$ cat config.mk
export PLATFORM = sky130hd
export DESIGN_NAME = calib_pattern_seq
export DESIGN_NICKNAME = d
export VERILOG_FILES = /design/src/rtl/calib_pkg.sv /design/src/rtl/calib_wait_timer.sv /design/src/rtl/calib_burst_check.sv /design/src/rtl/calib_pattern_seq.sv
export SDC_FILE = /design/constraint.sdc
export NUM_CORES = 1
export LEC_CHECK = 0
export CORE_ASPECT_RATIO = 0.5
export CORE_UTILIZATION = 46
export CTS_BUF_LIST = sky130_fd_sc_hd__clkbuf_2
export CTS_CLUSTER_SIZE = 30
export DETAILED_ROUTE_END_ITERATION = 16
export PLACE_DENSITY = 0.91
export REMOVE_ABC_BUFFERS = 1
export SYNTH_ARGS = -nofsm -noshare
export SYNTH_HDL_FRONTEND = slang
export SYNTH_SLANG_ARGS = --single-unit
$ cat constraint.sdc
create_clock -name clk_i -period 3 [get_ports clk_i]
set_input_delay 0.45 -clock clk_i [delete_from_list [all_inputs] [get_ports clk_i]]
set_output_delay 0.45 -clock clk_i [all_outputs]
set_load 0.01 [all_outputs]
$ cat src/rtl/calib_pkg.sv
package calib_pkg;

  typedef enum logic [1:0] {
    CMD_NOP  = 2'd0,
    CMD_PREA = 2'd1,
    CMD_MRS  = 2'd2,
    CMD_READ = 2'd3
  } cmd_e;

  typedef enum logic [3:0] {
    ST_IDLE,
    ST_PRE,
    ST_W_RP,
    ST_MRS_IN,
    ST_W_IN,
    ST_RD,
    ST_W_RL,
    ST_BURST,
    ST_W_MPRR,
    ST_MRS_OUT,
    ST_W_OUT,
    ST_DONE
  } seq_state_e;

  localparam int MR3_SEL    = 3;
  localparam int PAT_EN_BIT = 2;
  localparam int PREA_BIT   = 10;
  localparam int BL8_BIT    = 12;
  localparam int BURST_LEN  = 8;

endpackage

$ cat src/rtl/calib_wait_timer.sv
// Down-counter; expire_o rises when the count reaches 2, so a wait state
// entered the cycle after load leaves max(val,2) cycles after the load.
module calib_wait_timer #(
  parameter int W = 9
) (
  input  logic         clk_i,
  input  logic         rst_ni,
  input  logic         load_i,
  input  logic [W-1:0] val_i,
  output logic         expire_o
);
  logic [W-1:0] cnt_q;

  always_ff @(posedge clk_i or negedge rst_ni) begin
    if (!rst_ni)              cnt_q <= '0;
    else if (load_i)          cnt_q <= val_i;
    else if (cnt_q != '0)     cnt_q <= cnt_q - W'(1);
  end

  assign expire_o = (cnt_q <= W'(2));
endmodule

$ cat src/rtl/calib_burst_check.sv
module calib_burst_check #(
  parameter int DQ_W = 8,
  parameter int BL   = 8
) (
  input  logic            clk_i,
  input  logic            rst_ni,
  input  logic            active_i,
  input  logic [DQ_W-1:0] rdata_i,
  output logic            last_o,
  output logic            mismatch_o
);
  localparam int BEAT_W = $clog2(BL);

  logic [BEAT_W-1:0] beat_q;
  logic [DQ_W-1:0]   lane_bad;

  always_ff @(posedge clk_i or negedge rst_ni) begin
    if (!rst_ni)        beat_q <= '0;
    else if (!active_i) beat_q <= '0;
    else                beat_q <= beat_q + BEAT_W'(1);
  end

  // expected pattern: even beats all zero, odd beats all one
  for (genvar i = 0; i < DQ_W; i++) begin : g_lane
    assign lane_bad[i] = rdata_i[i] ^ beat_q[0];
  end

  assign last_o     = active_i && (beat_q == BEAT_W'(BL - 1));
  assign mismatch_o = active_i && (|lane_bad);
endmodule

$ cat src/rtl/calib_pattern_seq.sv
module calib_pattern_seq
  import calib_pkg::*;
#(
  parameter int TW   = 8,
  parameter int LW   = 5,
  parameter int IW   = 8,
  parameter int DQ_W = 8,
  parameter int AW   = 14,
  parameter int BW   = 3
) (
  input  logic            clk_i,
  input  logic            rst_ni,
  input  logic            start_i,
  input  logic [TW-1:0]   t_rp_i,
  input  logic [TW-1:0]   t_mrd_i,
  input  logic [TW-1:0]   t_mod_i,
  input  logic [TW-1:0]   t_mprr_i,
  input  logic [LW-1:0]   al_i,
  input  logic [LW-1:0]   cl_i,
  input  logic [IW-1:0]   max_iter_i,
  input  logic [DQ_W-1:0] rdata_i,
  input  logic            capture_ok_i,
  output logic [1:0]      cmd_o,
  output logic [BW-1:0]   ba_o,
  output logic [AW-1:0]   addr_o,
  output logic            mpr_active_o,
  output logic            cmd_ok_o,
  output logic            done_o,
  output logic [IW-1:0]   iter_o,
  output logic            err_o,
  output logic            limit_o
);
  localparam int CW = ((TW > LW) ? TW : LW) + 1;

  seq_state_e st_q, st_d;
  cmd_e       cmd;
  logic          tmr_ld, tmr_go;
  logic [CW-1:0] tmr_val, mode_gap, rd_lat;
  logic          beat_last, beat_bad;
  logic [IW-1:0] iter_q, iter_nx;
  logic          err_q, lim_q;
  logic          start_acc, exit_now;

  assign start_acc = start_i && (st_q == ST_IDLE);
  assign iter_nx   = iter_q + IW'(1);
  assign exit_now  = capture_ok_i || (iter_nx >= max_iter_i);
  assign mode_gap  = (t_mrd_i > t_mod_i) ? CW'(t_mrd_i) : CW'(t_mod_i);
  assign rd_lat    = CW'(al_i) + CW'(cl_i);

  calib_wait_timer #(.W(CW)) u_timer (
    .clk_i    (clk_i),
    .rst_ni   (rst_ni),
    .load_i   (tmr_ld),
    .val_i    (tmr_val),
    .expire_o (tmr_go)
  );

  calib_burst_check #(.DQ_W(DQ_W), .BL(BURST_LEN)) u_check (
    .clk_i      (clk_i),
    .rst_ni     (rst_ni),
    .active_i   (st_q == ST_BURST),
    .rdata_i    (rdata_i),
    .last_o     (beat_last),
    .mismatch_o (beat_bad)
  );

  always_comb begin
    tmr_ld  = 1'b0;
    tmr_val = '0;
    unique case (st_q)
      ST_PRE:                begin tmr_ld = 1'b1; tmr_val = CW'(t_rp_i); end
      ST_MRS_IN, ST_MRS_OUT: begin tmr_ld = 1'b1; tmr_val = mode_gap;    end
      ST_RD:                 begin tmr_ld = 1'b1; tmr_val = rd_lat;      end
      ST_BURST:              begin tmr_ld = beat_last && exit_now; tmr_val = CW'(t_mprr_i); end
      default: ;
    endcase
  end

  always_comb begin
    st_d = st_q;
    unique case (st_q)
      ST_IDLE:    if (start_i) st_d = ST_PRE;
      ST_PRE:     st_d = ST_W_RP;
      ST_W_RP:    if (tmr_go) st_d = ST_MRS_IN;
      ST_MRS_IN:  st_d = ST_W_IN;
      ST_W_IN:    if (tmr_go) st_d = ST_RD;
      ST_RD:      st_d = ST_W_RL;
      ST_W_RL:    if (tmr_go) st_d = ST_BURST;
      ST_BURST:   if (beat_last) st_d = exit_now ? ST_W_MPRR : ST_RD;
      ST_W_MPRR:  if (tmr_go) st_d = ST_MRS_OUT;
      ST_MRS_OUT: st_d = ST_W_OUT;
      ST_W_OUT:   if (tmr_go) st_d = ST_DONE;
      ST_DONE:    st_d = ST_IDLE;
      default:    st_d = ST_IDLE;
    endcase
  end

  always_ff @(posedge clk_i or negedge rst_ni) begin
    if (!rst_ni) begin
      st_q   <= ST_IDLE;
      iter_q <= '0;
      err_q  <= 1'b0;
      lim_q  <= 1'b0;
    end else begin
      st_q <= st_d;
      if (start_acc) begin
        iter_q <= '0;
        err_q  <= 1'b0;
        lim_q  <= 1'b0;
      end else begin
        if (beat_bad) err_q <= 1'b1;
        if (beat_last) begin
          iter_q <= iter_nx;
          if (!capture_ok_i && (iter_nx >= max_iter_i)) lim_q <= 1'b1;
        end
      end
    end
  end

  always_comb begin
    cmd    = CMD_NOP;
    ba_o   = '0;
    addr_o = '0;
    unique case (st_q)
      ST_PRE:     begin cmd = CMD_PREA; addr_o[PREA_BIT] = 1'b1; end
      ST_MRS_IN:  begin cmd = CMD_MRS; ba_o = BW'(MR3_SEL); addr_o[PAT_EN_BIT] = 1'b1; end
      ST_MRS_OUT: begin cmd = CMD_MRS; ba_o = BW'(MR3_SEL); end
      ST_RD:      begin cmd = CMD_READ; addr_o[BL8_BIT] = 1'b1; end
      default: ;
    endcase
  end

  assign cmd_o        = cmd;
  assign mpr_active_o = (st_q == ST_MRS_IN) || (st_q == ST_W_IN) || (st_q == ST_RD) ||
                        (st_q == ST_W_RL) || (st_q == ST_BURST) || (st_q == ST_W_MPRR) ||
                        (st_q == ST_MRS_OUT);
  assign cmd_ok_o     = (st_q == ST_IDLE) || (st_q == ST_DONE);
  assign done_o       = (st_q == ST_DONE);
  assign iter_o       = iter_q;
  assign err_o        = err_q;
  assign limit_o      = lim_q;
endmodule

==> impl_metrics.toml <==
[worst_setup_path]
cp.required_ns = 2.55
slowest_delay_ns = 0.58
crit_arrival_ns = 2.44
crit_chain = "inv_1 -> nor4b_2 -> or2_2 -> clkdlybuf4s50_1"
critical_path_class = "flip-flop to primary output"
worstPathMaxFanout = 15
cpMaxStageDelayCell = "dfrtp_2"
crit_path_end_kind = "primary output"
cp-start-kind = "flip-flop"

[global_routing]
grt.total_usage_pct = 24.2
grt_max_degree = 27
met3_usage_pct = 1.67
gr-total-overflow = 0
grt_use_met1_pct = 30.1
top_usage_layer = "met2"
antenna_found_initial = 0
grt_pass1_vias = 2375
grt_pass1_wl_um = 11000
groute.layer.met2.usage_pct = 46.1

[placed_design]
place_congestion = 0.924
dpl-instance-area_um2 = 3360
portBuffers = 81
dp_hpwl_um = 5570

[pwr]
fin_total_pwr_w = 0.000674
power_frac_clock_pct = 20.7
p_sw_share_pct = 28.3
p_seq_share_pct = 52.1
power_density_nw_per_um2 = 197
p_leak_nw = 1.43
power_frac_comb_pct = 27.2
intPower_w = 0.000484
peakVddDrop_v = 0.000101
switchingPower_w = 0.000191

[timing]
setup_viol = 0
period_needed_ns = 2.89
rsz0062_at_grt = "false"
worstMarginPinSlew_ns = 0.573
relSlewSlack_pct = 61.8
fin_setup_tns_ns = 0
slew_violations = 0
clock.fmax_ghz = 0.346
period_share_pct = 96.3
clock_skew_ns = 0.0150
hold_ws_ns = 0.391
hold_violations = 0

[layout]
final_util_pct = 67.0
fin_area_um2 = 3430
final_cell_mix = "clkdlybuf4s50_1 (81), ha_1 (25), dfrtp_1 (22)"
final_common_cell = "clkdlybuf4s50_1"
area_growth_pct = 35.0
antenna-diode-count = 0
nets = 467
drive_above_1_share_pct = 6.63

[job]
cap_violations = 0

[routing]
drt-initial-drc-count = 179
firstDrtPassIters = 5
ant_nets = 0
vias = 2655
drc = 0
wl_per_cell_um = 15.8
viasPerCell = 5.94
wirelength_um = 7070

[floorplanning]
rows = 18
core-area_um2 = 5110
die_area_um2 = 5840
start_util_pct = 49.6
die_w_um = 107
ios = 94
die_h_um = 54.5

[yosys]
avgSynthCellArea_um2 = 8.40
syn_area_um2 = 2540
async_flop_share_pct = 100
synth_top_area_share_pct = 25.6
synth_edf_count = 0
yosys-top-cells-area = "dfrtp_1 (26%), ha_1 (13%), buf_4 (3.8%)"
seq_area_frac_synth_pct = 25.6
synthFlopType = "dfrtp_1"
yosysTopAreaCell = "dfrtp_1"
ys_warn_count = 0
ys_ff_latch = 26
syn_inst = 302
synth.distinct_cells = 53

[clocking]
clk_pin_slew_worst_paths_ns = 0.26
cts_buffer_depth = 2
holdBufCountCts = 0
cts_made_buffers = 3
cts_tree = "yes"
htreeDepth = 1
clock-sinks = 26
insertion_delay_ns = 0.37
cts-root-buf = "clkbuf_2"

[run_status]
status = "finished, final reports clean"

[min_path]
worstHoldPathType = "primary input to async pin"
cell families after synthesis:
kind of cell | Yosys count | share of synthesized area (%)
compound gates | 95 | 26.6
simple gates | 94 | 20.8
buf+inv | 48 | 9.37
fa+ha+maj | 27 | 13.6
flops | 26 | 25.6
xor+xnor | 10 | 3.45
other cells | 1 | 0.148
mux | 1 | 0.394
area by class of cell:
class	instances	area, um2
Clock buffer	3	15.0
Clock inverter	1	3.75
Fill cell	416	1690
Inverter	20	75.1
Multi-Input combinational cell	239	1730
Sequential cell	26	656
Tap cell	70	87.6
Timing Repair Buffer	88	863
layer usage:
metal,vias to the layer above,wire (um),part of all wire (%)
met5,-,0,0
met4,0,143,2.0
met3,19,457,6.5
met2,120,3450,49
met1,1249,3020,43
li1,1267,-,-
cell usage after synthesis, types with 8 or more instances:
cell type and n:
dfrtp_1 26, ha_1 26, nor2_1 21, inv_1 20
o21ai_0 16, buf_4 13, nand2_1 13, a21oi_1 12
nand4_1 11, o211ai_1 10, a211oi_1 9, and3_1 9
a41oi_1 8
timing repair:
| item | 4_1_cts | 5_1_grt |
|---|---|---|
| gates resized for setup | 1 | 9 |
| buffers inserted | 0 | 1 |
| setup endpoints to repair | 1 | 9 |
| hold endpoints to repair | 0 | 0 |
power by group through the flow:
stage,combinational [W],sequential [W],clock (W)
4_1_cts,0.000182,0.000351,0.000140
6_report,0.000183,0.000351,0.000140
5_1_grt,0.000202,0.000352,0.000149
3_5_place_dp,0.000181,0.000357,0
3_3_place_gp,0.000174,0.000357,0
2_1_floorplan,0.0000674,0.000357,0
worst paths after layout:
path                       slack [ns]                 to              start  cells after the start
hold / removal                   0.39            st_q[2]             rst_ni                      2
max in group asynchronous        2.33          iter_o[1]             rst_ni                      2
min in group clk_i               0.53  u_check.beat_q[0]  u_check.beat_q[0]                      1
setup / recovery                 0.11           cmd_o[1]            st_q[2]                      4
setup reg to reg                 0.19   u_timer.cnt_q[1]          iter_o[0]                     11
hold reg to reg                  0.53  u_check.beat_q[0]  u_check.beat_q[0]                      1
worst max-delay path, delay by kind of cell, from the launching register on:
kind                   cells  cell delay (ns)
AND/OR/NAND/NOR            2             0.76
buffers and inverters      2             0.72
flip-flops                 1             0.58
through the flow:
stage / worst slack [ns] / instances
global placement: 0.320 / 442
finish: 0.111 / 447
CTS: 0.108 / 446
global route: 0.0265 / 447
detailed placement: 0.140 / 442
floorplan: 0.0115 / 285
state kept, by name (all words and copies together), names as in the netlist:
signal / count
u_check.beat_q: 3
iter_o: 8
st_q: 4
limit_o: 1
u_timer.cnt_q: 9
err_o: 1
Power figures use the tool's default switching activity.
